<file path="src/rtl/irq_arb_pkg.sv">
package irq_arb_pkg;

    localparam int VEC_W = 8;

    typedef enum logic [1:0] {
        SEL_NONE = 2'd0,
        SEL_NMI  = 2'd1,
        SEL_LVL1 = 2'd2,
        SEL_LVL0 = 2'd3
    } sel_kind_e;

    typedef struct packed {
        logic             accept;
        logic             set_masks;
        logic [VEC_W-1:0] vector;
        logic             nmi_prev;
        logic             nmi_pend;
    } arb_state_t;

endpackage

</file>
<file path="src/rtl/irq_req_gate.sv">
module irq_req_gate #(
    parameter int N = 16
) (
    input  logic [N-1:0] src_flag,
    input  logic [N-1:0] src_en,
    input  logic [N-1:0] icr,
    output logic [N-1:0] lvl1_req,
    output logic [N-1:0] lvl0_req
);

    // Per-source gating: a source asks only when flagged and enabled,
    // then splits onto one of the two tiers by its control level.
    for (genvar g = 0; g < N; g++) begin : g_src
        logic live;
        assign live        = src_flag[g] & src_en[g];
        assign lvl1_req[g] = live &  icr[g];
        assign lvl0_req[g] = live & ~icr[g];
    end

endmodule

</file>
<file path="src/rtl/irq_prio_pick.sv">
module irq_prio_pick #(
    parameter int N  = 16,
    parameter int IW = (N > 1) ? $clog2(N) : 1
) (
    input  logic [N-1:0]  req,
    output logic          hit,
    output logic [IW-1:0] idx
);

    // Fixed order: the scan runs downward so the lowest set index
    // is the last one written and therefore wins.
    always_comb begin
        hit = 1'b0;
        idx = '0;
        for (int k = N - 1; k >= 0; k--) begin
            if (req[k]) begin
                hit = 1'b1;
                idx = IW'(k);
            end
        end
    end

endmodule

</file>
<file path="src/rtl/irq_level_select.sv">
module irq_level_select
    import irq_arb_pkg::*;
#(
    parameter int IW = 4
) (
    input  logic          nmi_pend,
    input  logic          hit1,
    input  logic [IW-1:0] idx1,
    input  logic          hit0,
    input  logic [IW-1:0] idx0,
    input  logic          i_bit,
    input  logic          ui_bit,
    output sel_kind_e     kind,
    output logic [IW-1:0] idx
);

    logic lvl1_open;
    logic lvl0_open;

    // Upper tier passes unless both masks are set; lower tier needs I clear.
    assign lvl1_open = ~i_bit | ~ui_bit;
    assign lvl0_open = ~i_bit;

    always_comb begin
        kind = SEL_NONE;
        idx  = '0;
        if (nmi_pend) begin
            kind = SEL_NMI;
        end else if (hit1 && lvl1_open) begin
            kind = SEL_LVL1;
            idx  = idx1;
        end else if (hit0 && lvl0_open) begin
            kind = SEL_LVL0;
            idx  = idx0;
        end
    end

endmodule

</file>
<file path="src/rtl/irq_two_level_arb.sv">
module irq_two_level_arb
    import irq_arb_pkg::*;
#(
    parameter int                N        = 16,
    parameter logic [VEC_W-1:0]  VEC_BASE = 8'd64,
    parameter logic [VEC_W-1:0]  NMI_VEC  = 8'd7
) (
    input  logic             clk,
    input  logic             rst_n,
    input  logic [N-1:0]     src_flag,
    input  logic [N-1:0]     src_en,
    input  logic [N-1:0]     icr,
    input  logic             nmi,
    input  logic             i_bit,
    input  logic             ui_bit,
    input  logic             insn_done,
    output logic             accept,
    output logic [VEC_W-1:0] vector,
    output logic             set_masks
);

    localparam int IW = (N > 1) ? $clog2(N) : 1;

    logic [N-1:0]  lvl1_req;
    logic [N-1:0]  lvl0_req;
    logic          hit1;
    logic          hit0;
    logic [IW-1:0] idx1;
    logic [IW-1:0] idx0;
    logic [IW-1:0] win_idx;
    sel_kind_e     win_kind;
    arb_state_t    st_d;
    arb_state_t    st_q;
    logic          take;
    logic          nmi_edge;

    irq_req_gate #(.N(N)) u_gate (
        .src_flag (src_flag),
        .src_en   (src_en),
        .icr      (icr),
        .lvl1_req (lvl1_req),
        .lvl0_req (lvl0_req)
    );

    irq_prio_pick #(.N(N), .IW(IW)) u_pick1 (
        .req (lvl1_req),
        .hit (hit1),
        .idx (idx1)
    );

    irq_prio_pick #(.N(N), .IW(IW)) u_pick0 (
        .req (lvl0_req),
        .hit (hit0),
        .idx (idx0)
    );

    irq_level_select #(.IW(IW)) u_sel (
        .nmi_pend (st_q.nmi_pend),
        .hit1     (hit1),
        .idx1     (idx1),
        .hit0     (hit0),
        .idx0     (idx0),
        .i_bit    (i_bit),
        .ui_bit   (ui_bit),
        .kind     (win_kind),
        .idx      (win_idx)
    );

    always_comb begin
        st_d           = st_q;
        st_d.accept    = 1'b0;
        st_d.set_masks = 1'b0;
        take           = insn_done && (win_kind != SEL_NONE);
        nmi_edge       = nmi & ~st_q.nmi_prev;
        if (take) begin
            st_d.accept    = 1'b1;
            st_d.set_masks = 1'b1;
            if (win_kind == SEL_NMI) begin
                st_d.vector = NMI_VEC;
            end else begin
                st_d.vector = VEC_BASE + VEC_W'(win_idx);
            end
        end
        st_d.nmi_prev = nmi;
        st_d.nmi_pend = (st_q.nmi_pend & ~(take && win_kind == SEL_NMI)) | nmi_edge;
    end

    always_ff @(posedge clk) begin
        if (!rst_n) begin
            st_q <= '0;
        end else begin
            st_q <= st_d;
        end
    end

    assign accept    = st_q.accept;
    assign set_masks = st_q.set_masks;
    assign vector    = st_q.vector;

endmodule

</file>
<file path="config.mk">
export PLATFORM = sky130hd
export DESIGN_NAME = irq_two_level_arb
export DESIGN_NICKNAME = d
export VERILOG_FILES = /design/src/rtl/irq_arb_pkg.sv /design/src/rtl/irq_req_gate.sv /design/src/rtl/irq_prio_pick.sv /design/src/rtl/irq_level_select.sv /design/src/rtl/irq_two_level_arb.sv
export SDC_FILE = /design/constraint.sdc
export NUM_CORES = 1
export LEC_CHECK = 0
export ABC_AREA = 1
export BUFFER_PORTS_ARGS = -buffer_cell sky130_fd_sc_hd__buf_4
export CAP_MARGIN = 30
export CORE_MARGIN = 2
export CORE_UTILIZATION = 47
export CTS_CLUSTER_SIZE = 16
export DETAILED_ROUTE_END_ITERATION = 10
export HOLD_SLACK_MARGIN = 0.12
export PLACE_DENSITY = 0.86
export REMOVE_ABC_BUFFERS = 1
export SLEW_MARGIN = 20
export SYNTH_ARGS = -nofsm -noshare
export SYNTH_HDL_FRONTEND = slang
export SYNTH_SLANG_ARGS = --single-unit
export TNS_END_PERCENT = 5
</file>
<file path="constraint.sdc">
create_clock -name clk -period 3.9 [get_ports clk]
set_clock_uncertainty 0.1 [all_clocks]
set_input_delay 0.78 -clock clk [delete_from_list [all_inputs] [get_ports clk]]
set_output_delay 0.78 -clock clk [all_outputs]
set_load 0.05 [all_outputs]
</file>
==> results.md <==
Yosys:
- The leading area contributor after synthesis is sky130_fd_sc_hd__nand2_1.
- The number of different library cells used by synthesis comes to 26.
- The area fraction in compound gates after synthesis is ~13%.
- The synthesized design contains 0 enable-type register cells.
- For this run, the leading register cell type out of synthesis is sky130_fd_sc_hd__dfxtp_1.
- The multiplexer area fraction after synthesis is 0%.
- Of the total synthesized cell area, the portion taken by XOR and XNOR cells is 0%.
- Summing the sequential cell areas from Yosys gives between 10% and 20% of the chip area.
- A synthesized cell averages 5.79 um2.
- The synthesized design devotes to its leading area cell type approximately 22% of total area.
- The cell with the most instances after synthesis is sky130_fd_sc_hd__nand2_1.
- The synthesized netlist devotes between 50% and 60% of its cell area to simple gates.
- The mapped cell area is ~1100 um2.
- Ranked by total cell area, the synthesized netlist is headed by sky130_fd_sc_hd__nand2_1, sky130_fd_sc_hd__dfxtp_1, sky130_fd_sc_hd__nand3_2, sky130_fd_sc_hd__nor2_1, sky130_fd_sc_hd__inv_1.
- During synthesis, Yosys emitted a total of 0 warnings.
- By area, the combinational part of the netlist is dominated by simple AND/OR/NAND/NOR gates.
- After Yosys synthesis, full adders, half adders and majority gates account for 0% of the synthesized area.
- Synthesis inferred 8 register bits.
- The share of async-settable or async-resettable flops after synthesis is 0%.
- The instance count of the mapped netlist is roughly 190.
- The commonest cells after synthesis are sky130_fd_sc_hd__nand2_1, sky130_fd_sc_hd__nor2_1, sky130_fd_sc_hd__inv_1.

Clock network:
- The CTS tree is yes.
- The latest clock arrival within the worst-skew pair is about 260 ps.
- The count of hold buffers inserted by post-cts repair is 0.
- Buffers added to address setup during post-CTS repair amount to 0.
- The number of gates resized after CTS is 0.
- The number of buffers inserted during clock tree synthesis is 3.
- After clock tree synthesis, the clock-pin slew on the worst setup and hold paths is 50 ps.
- The CTS root buffer is sky130_fd_sc_hd__clkbuf_4.
- The number of clock sinks is 8.
- The buffer levels on the longest clock path is 2.
- In this run the number of H-tree levels came out at 1.

Final layout:
- In the final design database the tool counted between 200 and 300 nets.
- The signed area change from the synthesized netlist to the final layout is 41.6%.
- Of the cells placed in the final design, the portion with a size suffix greater than 1 is between 30% and 40%.
- The count of fill cells added during filler insertion is just under 200.
- The repair_antennas step left the layout with diodes totalling 0.
- Leaving out filler cells and counting taps, the final layout contains 270.
- Summing all multi-input logic gate instances after layout gives between 700 and 800 um2.
- The sequential cell area is 160 um2.
- The final design area excluding fillers is 1530 um2.

Critical path:
- In this run the worst path has a maximum fanout of 5.
- The kind of critical path is in -> reg.
- The data arrival time at the worst-slack endpoint is between 2000 and 2500 ps.
- The type of origin of the critical path is an input port.
- For the worst setup path, the data required time is about 4000 ps.
- The type of destination of the critical path is a flop.

STA:
- The total negative slack for setup checks is 0 ps.
- The final number of max-transition violations is 0.
- The minimum period implied by the final worst setup slack is 2060 ps.
- Setup repair after global routing left no endpoint under its margin.
- The maximum achievable frequency is between 0.4 and 0.5 GHz.
- The share of the clock period used by the worst path after layout is approximately 53%.
- The hold violation total from the final report came to 0.
- The final worst setup slack is about 1800 ps.
- The total of endpoints with negative setup slack in the final report is 0.

Pwr:
- The reported leakage power is about 0.84 nW.
- IR analysis of the VDD net gives a maximum drop of 0.000230 V.
- For this design the ratio of total power to cell area is about 220 nW/um2.
- Total power for the finished layout comes to 0.340 mW.

Detailed routing:
- The ratio of routed vias to standard cells is 4.65.
- The vias after detailed routing is 1256.
- Wires add up to around 2400 um.
- Before antenna repair, the detailed router went through 4 iterations.
- The average wire length per cell after detail routing is roughly 9 um.
- The count of antenna-violating nets left after detailed routing is 0.
- The initial detailed-routing violation count is 25.
- The number of design rule violations left after detail routing is 0.

Floorplanning:
- Once the floorplan was initialized, standard cells occupied ~49% of the core.
- In this run the standard cell core region covers around 2200 um2.
- The die boundary width is 51.9 um.
- The floorplan has 17 rows.
- The die covers between 2000 and 3000 um2.
- The die span in y is around 52 um.
- The number of ports placed on the die boundary is 64.

GRT:
- The total global-route track usage is between 10% and 20%.
- The global route total overflow is 0.
- The number of global-route vias before repair is ~1000.
- The number of antenna violations at the first check in global routing is 0.
- The first global-routing pass estimated 4040 um of wire.
- The maximum number of pins on one net before global-route repair is 6.

Placed design:
- The HPWL reported at the end of detailed placement is ~2200 um.
- Port buffering added 60 buffers.
- The placement-stage worst setup slack is between 1500 and 2000 ps.
- Including well taps, the total number of placed cells is between 200 and 300.
- The cell area after placement is between 1500 and 2000 um2.
- Routability-driven placement finished with a final weighted congestion of around 0.8.

Worst hold path:
- The type of the worst min-delay path is reg -> reg.

Flow run:
- The tool flagged a number of max-cap violations equal to 0.

Outcome:
- The run finished with clean final reports.
through the flow:
step,hold slack [ps],util [%]
final,325,69.6
after global routing,331,69.6
after CTS,325,69.6
after detailed placement,328,68.6
after global placement,320,68.6
after floorplan,303,-
cell type report:
class	count	area share [%]
Clock buffer	3	1.48
Multi-Input combinational cell	150	51.0
Inverter	21	5.17
Timing Repair Buffer	60	29.5
Sequential cell	8	10.5
Tap cell	28	2.30
where the power goes:
group	leakage, nW	total [mW]	internal, mW	switching (mW)
clock	0.0138	0.0657	0.0354	0.0304
combinational	0.759	0.182	0.0786	0.103
sequential	0.0663	0.0922	0.0887	0.00347
total	0.839	0.340	0.203	0.137
logic make-up (layout without fill, tap and decap cells):
family,count (synthesis),count (layout)
flip-flops,8,8
AND/OR/NAND/NOR,127,127
buffers and inverters,30,84
other,1,3
AO/OA/AOI/OAI,20,20
routing by layer:
layer,track usage [%],routed length [um],vias to the layer above
met3,4.31,175,2
met4,5.26,19,0
met2,33.3,1140,43
met5,0,0,-
met1,24.5,1090,519
li1,-,-,692
final timing paths:
kind	end	depth (start not counted)	slack, ps	startpoint
hold / removal	st_q[0]	1	320	st_q[1]
setup reg to reg	vector[3]	6	2830	st_q[0]
hold reg to reg	st_q[0]	1	320	st_q[1]
setup / recovery	vector[3]	13	1840	src_flag[15]
placed cells by master (no fill, tap or decap), drive strengths merged:
| cell type | count |
|---|---|
| nand2 | 70 |
| o21bai | 1 |
| dfxtp | 8 |
| a21oi | 4 |
| nor2 | 33 |
| buf | 60 |
| a31oi | 4 |
| conb | 3 |
| inv | 21 |
| nand3 | 20 |
| o22ai | 1 |
| nand3b | 3 |
| clkbuf | 3 |
| o32ai | 1 |
| or3 | 1 |
| o31ai | 1 |
| a22oi | 1 |
| o21ai | 7 |
worst max-delay path: stages:
cell and delay (ps):
sky130_fd_sc_hd__buf_4 110, sky130_fd_sc_hd__nand2_1 130, sky130_fd_sc_hd__o21ai_2 90, sky130_fd_sc_hd__nor2_2 110
sky130_fd_sc_hd__nand2_2 80, sky130_fd_sc_hd__o21ai_4 180, sky130_fd_sc_hd__nand2_1 100, sky130_fd_sc_hd__o21ai_2 210
sky130_fd_sc_hd__inv_2 90, sky130_fd_sc_hd__nand2_2 80, sky130_fd_sc_hd__inv_2 50, sky130_fd_sc_hd__nand2_1 50
sky130_fd_sc_hd__a21oi_1 60
registers in the layout (all words and copies together) (netlist names):
| name | count |
|---|---|
| vector | 5 |
| st_q | 2 |
| accept | 1 |
Power figures use the tool's default switching activity.
